`config.mk`:
```
export PLATFORM = sky130hd
export DESIGN_NAME = can_fault_guard
export DESIGN_NICKNAME = d
export VERILOG_FILES = /design/src/rtl/fc_pkg.sv /design/src/rtl/fc_datapath.sv /design/src/rtl/fc_ctrl.sv /design/src/rtl/can_fault_guard.sv
export SDC_FILE = /design/constraint.sdc
export NUM_CORES = 1
export LEC_CHECK = 0
export BUFFER_PORTS_ARGS = -buffer_cell sky130_fd_sc_hd__clkbuf_2
export CELL_PAD_IN_SITES_DETAIL_PLACEMENT = 1
export CELL_PAD_IN_SITES_GLOBAL_PLACEMENT = 2
export CORE_AREA = 2 2 54 107
export CTS_CLUSTER_SIZE = 30
export DETAILED_ROUTE_END_ITERATION = 8
export DIE_AREA = 0 0 56 109
export PLACE_DENSITY_LB_ADDON = 0.1
export RECOVER_POWER = 50
export SETUP_SLACK_MARGIN = 0.4
export SLEW_MARGIN = 20
export SYNTH_ARGS = -nofsm -noshare
export SYNTH_HDL_FRONTEND = slang
export SYNTH_SLANG_ARGS = --single-unit
```
`constraint.sdc`:
```
create_clock -name clk -period 3.3 [get_ports clk]
set_clock_uncertainty 0.05 [all_clocks]
set_input_delay 0.495 -clock clk [delete_from_list [all_inputs] [get_ports clk]]
set_output_delay 0.495 -clock clk [all_outputs]
set_load 0.005 [all_outputs]
```
`src/rtl/fc_pkg.sv`:
```
`timescale 1ns/1ps
package fc_pkg;

  typedef enum logic [1:0] {
    FC_ACTIVE  = 2'd0,
    FC_PASSIVE = 2'd1,
    FC_OFF     = 2'd2
  } fcState_t;

  typedef struct packed {
    logic recUp1;
    logic recUp8;
    logic recDown;
    logic tecUp8;
    logic tecDown;
    logic clearAll;
  } fcStrobes_t;

endpackage

```
`src/rtl/fc_datapath.sv`:
```
`timescale 1ns/1ps
module fc_datapath
  import fc_pkg::*;
#(
  parameter int REC_W        = 8,
  parameter int TEC_W        = 9,
  parameter int STEP_BIG     = 8,
  parameter int PASSIVE_LIM  = 128,
  parameter int REC_FALLBACK = 120
) (
  input  logic             clk,
  input  logic             rst,
  input  fcStrobes_t       strb,
  output logic [REC_W-1:0] recVal,
  output logic [TEC_W-1:0] tecVal
);

  localparam logic [REC_W-1:0] REC_MAX  = '1;
  localparam logic [TEC_W-1:0] TEC_MAX  = '1;
  localparam logic [REC_W-1:0] REC_PASS = REC_W'(PASSIVE_LIM);
  localparam logic [REC_W-1:0] REC_BACK = REC_W'(REC_FALLBACK);
  localparam logic [REC_W:0]   REC_BIG  = (REC_W+1)'(STEP_BIG);
  localparam logic [REC_W:0]   REC_ONE  = (REC_W+1)'(1);
  localparam logic [TEC_W:0]   TEC_BIG  = (TEC_W+1)'(STEP_BIG);

  logic [REC_W-1:0] recNext;
  logic [TEC_W-1:0] tecNext;
  logic [REC_W:0]   recSum;
  logic [TEC_W:0]   tecSum;

  // Receive counter: increments win over decrement, big step wins over small.
  always_comb begin
    recSum = {1'b0, recVal} + (strb.recUp8 ? REC_BIG : REC_ONE);
    recNext = recVal;
    if (strb.clearAll) begin
      recNext = '0;
    end else if (strb.recUp8 || strb.recUp1) begin
      recNext = recSum[REC_W] ? REC_MAX : recSum[REC_W-1:0];
    end else if (strb.recDown) begin
      if (recVal >= REC_PASS) begin
        recNext = REC_BACK;
      end else if (recVal != '0) begin
        recNext = recVal - 1'b1;
      end
    end
  end

  // Transmit counter: the sum may pass the bus-off limit, that is intended.
  always_comb begin
    tecSum = {1'b0, tecVal} + TEC_BIG;
    tecNext = tecVal;
    if (strb.clearAll) begin
      tecNext = '0;
    end else if (strb.tecUp8) begin
      tecNext = tecSum[TEC_W] ? TEC_MAX : tecSum[TEC_W-1:0];
    end else if (strb.tecDown) begin
      if (tecVal != '0) begin
        tecNext = tecVal - 1'b1;
      end
    end
  end

  always_ff @(posedge clk) begin
    if (rst) begin
      recVal <= '0;
      tecVal <= '0;
    end else begin
      recVal <= recNext;
      tecVal <= tecNext;
    end
  end

  AST_REC_NO_WRAP: assert property (@(posedge clk) disable iff (rst)
    (strb.recUp1 || strb.recUp8) && !strb.clearAll |=> recVal >= $past(recVal));

  AST_TEC_FLOOR: assert property (@(posedge clk) disable iff (rst)
    strb.tecDown && !strb.tecUp8 && !strb.clearAll && tecVal == '0 |=> tecVal == '0);

  AST_REC_FLOOR: assert property (@(posedge clk) disable iff (rst)
    strb.recDown && !strb.recUp1 && !strb.recUp8 && !strb.clearAll && recVal == '0
    |=> recVal == '0);

  AST_INC_WINS: assert property (@(posedge clk) disable iff (rst)
    strb.tecUp8 && strb.tecDown && !strb.clearAll && tecVal < TEC_MAX
    |=> tecVal > $past(tecVal));

endmodule

```
`src/rtl/fc_ctrl.sv`:
```
`timescale 1ns/1ps
module fc_ctrl
  import fc_pkg::*;
#(
  parameter int REC_W        = 8,
  parameter int TEC_W        = 9,
  parameter int PASSIVE_LIM  = 128,
  parameter int BUSOFF_LIM   = 256,
  parameter int RECOVER_RUNS = 128
) (
  input  logic             clk,
  input  logic             rst,
  input  logic             recInc1,
  input  logic             recInc8,
  input  logic             recDec,
  input  logic             tecInc8,
  input  logic             tecDec,
  input  logic             recessRun,
  input  logic [REC_W-1:0] recVal,
  input  logic [TEC_W-1:0] tecVal,
  output fcStrobes_t       strb,
  output fcState_t         nodeState
);

  localparam int RUN_W = (RECOVER_RUNS > 1) ? $clog2(RECOVER_RUNS) : 1;
  localparam logic [REC_W-1:0] REC_PASS = REC_W'(PASSIVE_LIM);
  localparam logic [TEC_W-1:0] TEC_PASS = TEC_W'(PASSIVE_LIM);
  localparam logic [TEC_W-1:0] TEC_OFF  = TEC_W'(BUSOFF_LIM);
  localparam logic [RUN_W-1:0] RUN_LAST = RUN_W'(RECOVER_RUNS - 1);

  logic [RUN_W-1:0] runCount;
  logic             isOff;
  logic             runDone;

  // Node condition comes only from the present counter values.
  always_comb begin
    isOff = (tecVal >= TEC_OFF);
    if (isOff) begin
      nodeState = FC_OFF;
    end else if (recVal >= REC_PASS || tecVal >= TEC_PASS) begin
      nodeState = FC_PASSIVE;
    end else begin
      nodeState = FC_ACTIVE;
    end
  end

  assign runDone = isOff && recessRun && (runCount == RUN_LAST);

  // Commands pass only while the node is on the bus.
  always_comb begin
    strb.recUp1   = recInc1 && !isOff;
    strb.recUp8   = recInc8 && !isOff;
    strb.recDown  = recDec  && !isOff;
    strb.tecUp8   = tecInc8 && !isOff;
    strb.tecDown  = tecDec  && !isOff;
    strb.clearAll = runDone;
  end

  // Recovery run counter, idle at zero outside bus-off.
  always_ff @(posedge clk) begin
    if (rst) begin
      runCount <= '0;
    end else if (!isOff || runDone) begin
      runCount <= '0;
    end else if (recessRun) begin
      runCount <= runCount + 1'b1;
    end
  end

  AST_ONE_STATE: assert property (@(posedge clk) disable iff (rst)
    nodeState == FC_ACTIVE || nodeState == FC_PASSIVE || nodeState == FC_OFF);

  AST_OFF_FROZEN: assert property (@(posedge clk) disable iff (rst)
    isOff && !recessRun |=> $stable(recVal) && $stable(tecVal));

  AST_RECOVER_CLEAR: assert property (@(posedge clk) disable iff (rst)
    runDone |=> recVal == '0 && tecVal == '0 && nodeState == FC_ACTIVE);

  AST_RUN_IDLE: assert property (@(posedge clk) disable iff (rst)
    !isOff |=> runCount == '0);

endmodule

```
`src/rtl/can_fault_guard.sv`:
```
`timescale 1ns/1ps
module can_fault_guard
  import fc_pkg::*;
#(
  parameter int REC_W        = 8,
  parameter int TEC_W        = 9,
  parameter int STEP_BIG     = 8,
  parameter int PASSIVE_LIM  = 128,
  parameter int BUSOFF_LIM   = 256,
  parameter int RECOVER_RUNS = 128,
  parameter int REC_FALLBACK = 120
) (
  input  logic             clk,
  input  logic             rst,
  input  logic             recInc1,
  input  logic             recInc8,
  input  logic             recDec,
  input  logic             tecInc8,
  input  logic             tecDec,
  input  logic             recessRun,
  output logic [REC_W-1:0] recCount,
  output logic [TEC_W-1:0] tecCount,
  output logic             errActive,
  output logic             errPassive,
  output logic             busOff
);

  fcStrobes_t strb;
  fcState_t   nodeState;

  fc_ctrl #(
    .REC_W(REC_W), .TEC_W(TEC_W), .PASSIVE_LIM(PASSIVE_LIM),
    .BUSOFF_LIM(BUSOFF_LIM), .RECOVER_RUNS(RECOVER_RUNS)
  ) u_ctrl (
    .clk(clk), .rst(rst),
    .recInc1(recInc1), .recInc8(recInc8), .recDec(recDec),
    .tecInc8(tecInc8), .tecDec(tecDec), .recessRun(recessRun),
    .recVal(recCount), .tecVal(tecCount),
    .strb(strb), .nodeState(nodeState)
  );

  fc_datapath #(
    .REC_W(REC_W), .TEC_W(TEC_W), .STEP_BIG(STEP_BIG),
    .PASSIVE_LIM(PASSIVE_LIM), .REC_FALLBACK(REC_FALLBACK)
  ) u_dp (
    .clk(clk), .rst(rst), .strb(strb),
    .recVal(recCount), .tecVal(tecCount)
  );

  assign errActive  = (nodeState == FC_ACTIVE);
  assign errPassive = (nodeState == FC_PASSIVE);
  assign busOff     = (nodeState == FC_OFF);

  AST_FLAGS_ONEHOT: assert property (@(posedge clk) disable iff (rst)
    $onehot({errActive, errPassive, busOff}));

endmodule

```
=== Word-level counts from Yosys, hierarchy flattened ===
Cells that the tools add are included.

* Add/subtract/negate cells: 5
* Multiply operators: 0
* Divide/modulo/power cells: 0
* Magnitude comparators: 3
* Equality and inequality tests: 3
* Shift-type cells: 0
* Muxes and demuxes: 12
* Bitwise operators: 0
* Reductions and logical operators: 22

{| class="wikitable"
|+ Operators by type and width
! operator !! count
|-
| 2-to-1 mux 8 bit || 5
|-
| 2-to-1 mux 9 bit || 4
|-
| adder 9 x 4 -> 10 bit, second input constant || 1
|-
| adder 8 x 9 -> 9 bit || 1
|-
| greater-or-equal comparator 9 x 8 -> 1 bit, second input constant || 1
|-
| greater-or-equal comparator 9 bit, second input constant || 1
|-
| nonzero test 9 bit || 1
|-
| subtractor 9 x 1 -> 9 bit, second input constant || 1
|-
| greater-or-equal comparator 8 bit, second input constant || 1
|-
| nonzero test 8 bit || 1
|-
| subtractor 8 x 1 -> 8 bit, second input constant || 1
|-
| adder 7 x 1 -> 7 bit, second input constant || 1
|-
| == test 7 bit, second input constant || 1
|-
| logical AND 1 bit || 7
|-
| nonzero test 2 bit || 3
|-
| 2-to-1 mux 4 bit || 1
|-
| AND reduction 2 bit || 2
|-
| OR reduction 2 bit || 2
|-
| logical OR 1 bit || 3
|-
| nonzero test 3 bit || 1
|-
| == test 2 x 1 -> 1 bit, second input constant || 1
|-
| == test 2 bit, second input constant || 1
|-
| logical NOT 2 bit || 1
|-
| 2-to-1 mux 2 bit || 1
|-
| 2 further kinds || 2
|}

* Register bits after elaboration: 24
* Latch bits: 0
* Bits in writable memories: 0
* Bits in read-only memories: 0
* Input port bits: 8
* Output and inout port bits: 20
* Logic and storage cells: 48
* Memories: 0

=== Logic depth before layout (Yosys ltp) ===
* Depth after elaboration: 7
* Gate-level depth with buffers: 9
* Mapped depth without buffers: 8

=== Cells and area by module ===
From an unflattened synthesis, not the netlist that was laid out.

* Cell total of the unflattened synthesis: 227
* Area, all modules: 1,762.9 µm²

{| class="wikitable"
|+ Modules (own cells, without submodules)
! module !! instances !! cells an instance !! area an instance (µm²) !! sequential area each (µm²)
|-
| fc_datapath || 1 || 175 || 1,346.3 || 340.3
|-
| fc_ctrl || 1 || 49 || 397.9 || 140.1
|-
| can_fault_guard || 1 || 3 || 18.8 || 0.0
|}

=== Worst setup path before layout ===
No wires, ideal clock.

* Path kind: reg-to-reg
* Start: register u_dp.tecVal[8]
* End: register u_dp.recVal[6]
* Setup time: 121 ps
* Data arrival time: 2,205 ps
* Required time: 3,129 ps
* Slack: 924 ps
* Cell stages (with the launch flop): 10
* Buffers on the path: 1
* Clock period less this slack: 2,376 ps
* Path through: dfxtp_1 > clkbuf_1 > inv_1 > nand2_1 > ha_1 > ha_1 > a31oi_1 > or4b_2 > a21oi_1 > nor4_1

* Word-level cells in the longest chain between the ends: 7

{| class="wikitable"
|+ RTL lines
! what !! RTL line !! text
|-
| from (decl) || fc_datapath.sv:15 || <nowiki>output logic [TEC_W-1:0] tecVal</nowiki>
|-
| from (signal assigned) || fc_datapath.sv:69 || <nowiki>tecVal <= tecNext;</nowiki>
|-
| greater-or-equal comparator 9 bit * || fc_ctrl.sv:37 || <nowiki>isOff = (tecVal >= TEC_OFF);</nowiki>
|-
| logical NOT 1 bit || fc_ctrl.sv:51, fc_ctrl.sv:52, fc_ctrl.sv:53 ||
|-
| logical AND 1 bit || fc_ctrl.sv:52 || <nowiki>strb.recUp8 = recInc8 && !isOff;</nowiki>
|-
| 2-to-1 mux 4 bit || fc_datapath.sv:33 || <nowiki>recSum = {1'b0, recVal} + (strb.recUp8 ? REC_BIG : REC_ONE);</nowiki>
|-
| adder 8 x 9 -> 9 bit || fc_datapath.sv:33 ||
|-
| 2-to-1 mux 8 bit || fc_datapath.sv:38 || <nowiki>recNext = recSum[REC_W] ? REC_MAX : recSum[REC_W-1:0];</nowiki>
|-
| 2-to-1 mux 8 bit || fc_datapath.sv:37 || <nowiki>end else if (strb.recUp8 || strb.recUp1) begin</nowiki>
|-
| to (signal assigned) || fc_datapath.sv:68 || <nowiki>recVal <= recNext;</nowiki>
|-
| to (decl) || fc_datapath.sv:14 || <nowiki>output logic [REC_W-1:0] recVal,</nowiki>
|}

Every way passes the cells marked *; elsewhere a longest branch is shown, timed or not.
A chain may end at the register's enable or synchronous reset.

=== Final worst setup path ===
* Start: register u_dp.recVal[0]
* End: register u_dp.recVal[6]

* Word-level cells in the longest chain between the ends: 5

{| class="wikitable"
|+ RTL lines
! what !! RTL line !! text
|-
| subtractor 8 x 1 -> 8 bit || fc_datapath.sv:43 || <nowiki>recNext = recVal - 1'b1;</nowiki>
|-
| 2-to-1 mux 8 bit || fc_datapath.sv:42 || <nowiki>end else if (recVal != '0) begin</nowiki>
|-
| 2-to-1 mux 8 bit || fc_datapath.sv:40 || <nowiki>if (recVal >= REC_PASS) begin</nowiki>
|-
| 2-to-1 mux 8 bit || fc_datapath.sv:39 || <nowiki>end else if (strb.recDown) begin</nowiki>
|-
| 2-to-1 mux 8 bit || fc_datapath.sv:37 ||
|}

Parallel ways exist; a longest one is shown, timed or not. The select of a mux whose other input is x is not followed.

==> out/qor.txt <==
status: complete, no violations
routability cong.: 0.759
buffer count from post-CTS setup fixing: 0
sequential-to-total area share from yosys stat: 28.5%
clock root cell: clkbuf_8
Max IR drop VDD: 0.000266 V
GR Layer Usage met3: 1.78%
most used routing layer: met2
DRC: 0
area added between synthesis and finish: 13.3%
I/O pin cnt: 28
crit path to: u_dp.recVal[6]
Setup Slack @ Placement: 810 ps
post-synth top area share: 28.5%
die area: 6100 um^2
met2 Resource Use GR: 27.6%
ys flop type: dfxtp_1
Net Sw Frac: 33.7%
Worst-path clk slew: 100 ps
crit path time final: 2320 ps
largest net degree at the start of global routing: 17
WHS: 458 ps
clk_lat worst skew: 280 ps
r2r setup slk: 980 ps
DR vias: 1601
worst r2r dst: u_dp.recVal[6]
Mean Syn Cell Area: 8.36 um^2
Vias/cell: 5.68
Buffers on Ports: 27
CP endpoint kind: flip-flop
antenna violations before repair: 0
CP Cell Sequence: ha_1, ha_1, a31oi_1, or4b_2, a21oi_1, nor4_1
first-pass GRT wire length: 7.91 mm
Post-synth EDFFs: 0
Worst setup startpoint: u_dp.recVal[0]
max-cap viol count: 0
Int Power: 602 uW
reg2reg path depth: 6
Synth Instances: 202
vias in the first global route: 1578
CP max-delay cell: or4b_2
CP required: 3390 ps
CP most frequent cell: ha_1
post-synthesis net count: 220
# rows: 38
worst path arrival time: 2420 ps
CTS buffer count: 3
layout cell share with drive strength beyond 1: 17.1%
hold_buf cts: 0
initial core utilization: 31.7%
H-tree depth: 1
synth top area cells: dfxtp_1, ha_1, nor2_1, a21oi_1, nor3_1
RSZ-0062 raised after global routing: no
Longest Clk Path Bufs: 2
Logic pwr share: 29.0%
Final TNS setup: 0 ps
post_cts resized: 0
worst setup margin: 977 ps
DR pass1 iterations: 4
Synth cell types: 54
Switch Pwr: 305 uW
Peak Freq: 0.430 GHz
Final Hold Fails: 0
die height: 109 um
Nets: 241
area leader, netlist: dfxtp_1
DRT antenna net count: 0
Startpoint Class: flip-flop
Yosys reg bits: 24
TritonCTS clock tree: built
Diodes inserted: 0
Synth Cell Area: 1690 um^2
P_leak: 0.754 nW
Final HPWL DP: 3.51 mm
Slew headroom: 56.9%
Hold Crit Class: reg -> reg
critical path fanouts, max: 7
drt initial violations: 34
Clock power frac: 29.8%
worst reg2reg startpoint: u_dp.recVal[0]
Global Route Usage Sum: 16.4%
core footprint: 5330 um^2
final worst-path cycle share: 70.4%
WS Path Type: reg -> reg
WL per Instance: 16.5 um
slowest stage delay, CP: 710 ps
Tightest Pin Transition: 643 ps
clk sinks: 24
sequential power share: 41.3%
routed wire length: 4.67 mm
Filler cells: 670
Slew Limit Fails: 0
P per Cell Area: 474 nW/um^2
grt ovf: 0
met1 Usage GRT: 21.6%
Async SR Flop Fraction: 0%
Die Wd: 56 um
endpoints failing setup: 0
yosys warns: 0
[worst min path at each step]
stage	startpoint	to	slack, ps	cells past startpoint
floorplan	u_ctrl.runCount[5]	u_ctrl.runCount[5]	400	2
global placement	u_ctrl.runCount[5]	u_ctrl.runCount[5]	420	2
detailed placement	u_ctrl.runCount[5]	u_ctrl.runCount[5]	450	2
CTS	u_ctrl.runCount[5]	u_ctrl.runCount[5]	470	2
global route	tecInc8	u_dp.tecVal[8]	510	3
finish	u_ctrl.runCount[5]	u_ctrl.runCount[5]	460	2
[final cells by class]
cell class                 count  area, um^2  area share [%]
clock buffer                   3        41.3            2.16
clock inverter                 1        30.0            1.57
inverter                       9        33.8            1.77
multi-input combinational    157        1120            58.4
sequential                    24         480            25.1
tap                           60        75.1            3.93
timing repair buffer          28         135            7.07
[state kept, by name (all words and copies together), names as in the netlist]
register / flops
u_dp.recVal: 8
u_ctrl.runCount: 7
u_dp.tecVal: 9
[cell usage after synthesis, types with 3 or more instances]
master,n
dfxtp_1,24
nor2_1,19
a21oi_1,11
nor3_1,11
ha_1,10
inv_1,9
nand2_1,8
a31oi_1,7
clkbuf_1,7
a211oi_1,6
xnor2_1,6
nand2b_1,5
nor3b_1,5
o21ai_0,5
xor2_1,5
buf_2,4
nand3_1,4
nand4_1,4
and4_1,3
mux2i_1,3
nor4_1,3
[kinds of logic after synthesis]
| logic type | after synthesis | share of synthesized area, % |
|---|---|---|
| flops | 24 | 28.5 |
| buf+inv | 21 | 5.41 |
| xor+xnor | 11 | 5.71 |
| mux | 3 | 1.78 |
| compound gates | 52 | 22.3 |
| simple gates | 81 | 28.9 |
| fa+ha+maj | 10 | 7.41 |
[worst max-delay path: cells and delay by family (launching register included)]
family,cells,cell delay [ps]
AND/OR/NAND/NOR,2,770
flip-flops,1,500
adder cells (fa/ha/maj),2,490
AO/OA/AOI/OAI,2,380
[power by group through the flow]
stage	Sequential (mW)	Clock (mW)	Combinational (mW)
6_report	0.374	0.270	0.263
3_3_place_gp	0.380	0	0.265
5_1_grt	0.383	0.288	0.298
4_1_cts	0.374	0.280	0.269
2_1_floorplan	0.349	0	0.211
3_5_place_dp	0.381	0	0.267
[metal layers]
layer  wire, um  part of all wire, %  vias to the layer above
met3        124                  2.7                        4
met2       2320                   50                       22
li1           -                    -                      797
met1       2160                   46                      778
met5          0                    0                        -
met4         62                  1.3                        0
[cell usage in the layout (no fill, tap or decap), drive strengths merged, types with 3 or more instances in the layout]
master,instances
mux2i,3
o21bai,3
dfxtp,24
a211oi,6
nor3b,6
nand4,4
a31oi,7
a21oi,11
xnor2,6
nor3,11
o21ai,5
nand3,4
nor4,5
nand2b,5
ha,10
xor2,5
nor2,19
nand2,8
and4,3
clkbuf,31
inv,9
[per-stage QoR]
stage | util (%) | instance area, um^2 | total power [mW] | cells
after CTS | 36.0 | 1920 | 0.923 | 282
after detailed placement | 34.7 | 1850 | 0.648 | 278
after floorplan | - | 1690 | 0.560 | 202
after global routing | 35.9 | 1910 | 0.968 | 282
final | 35.9 | 1910 | 0.907 | 282
after global placement | 34.7 | 1850 | 0.645 | 278
Power figures use the tool's default switching activity.
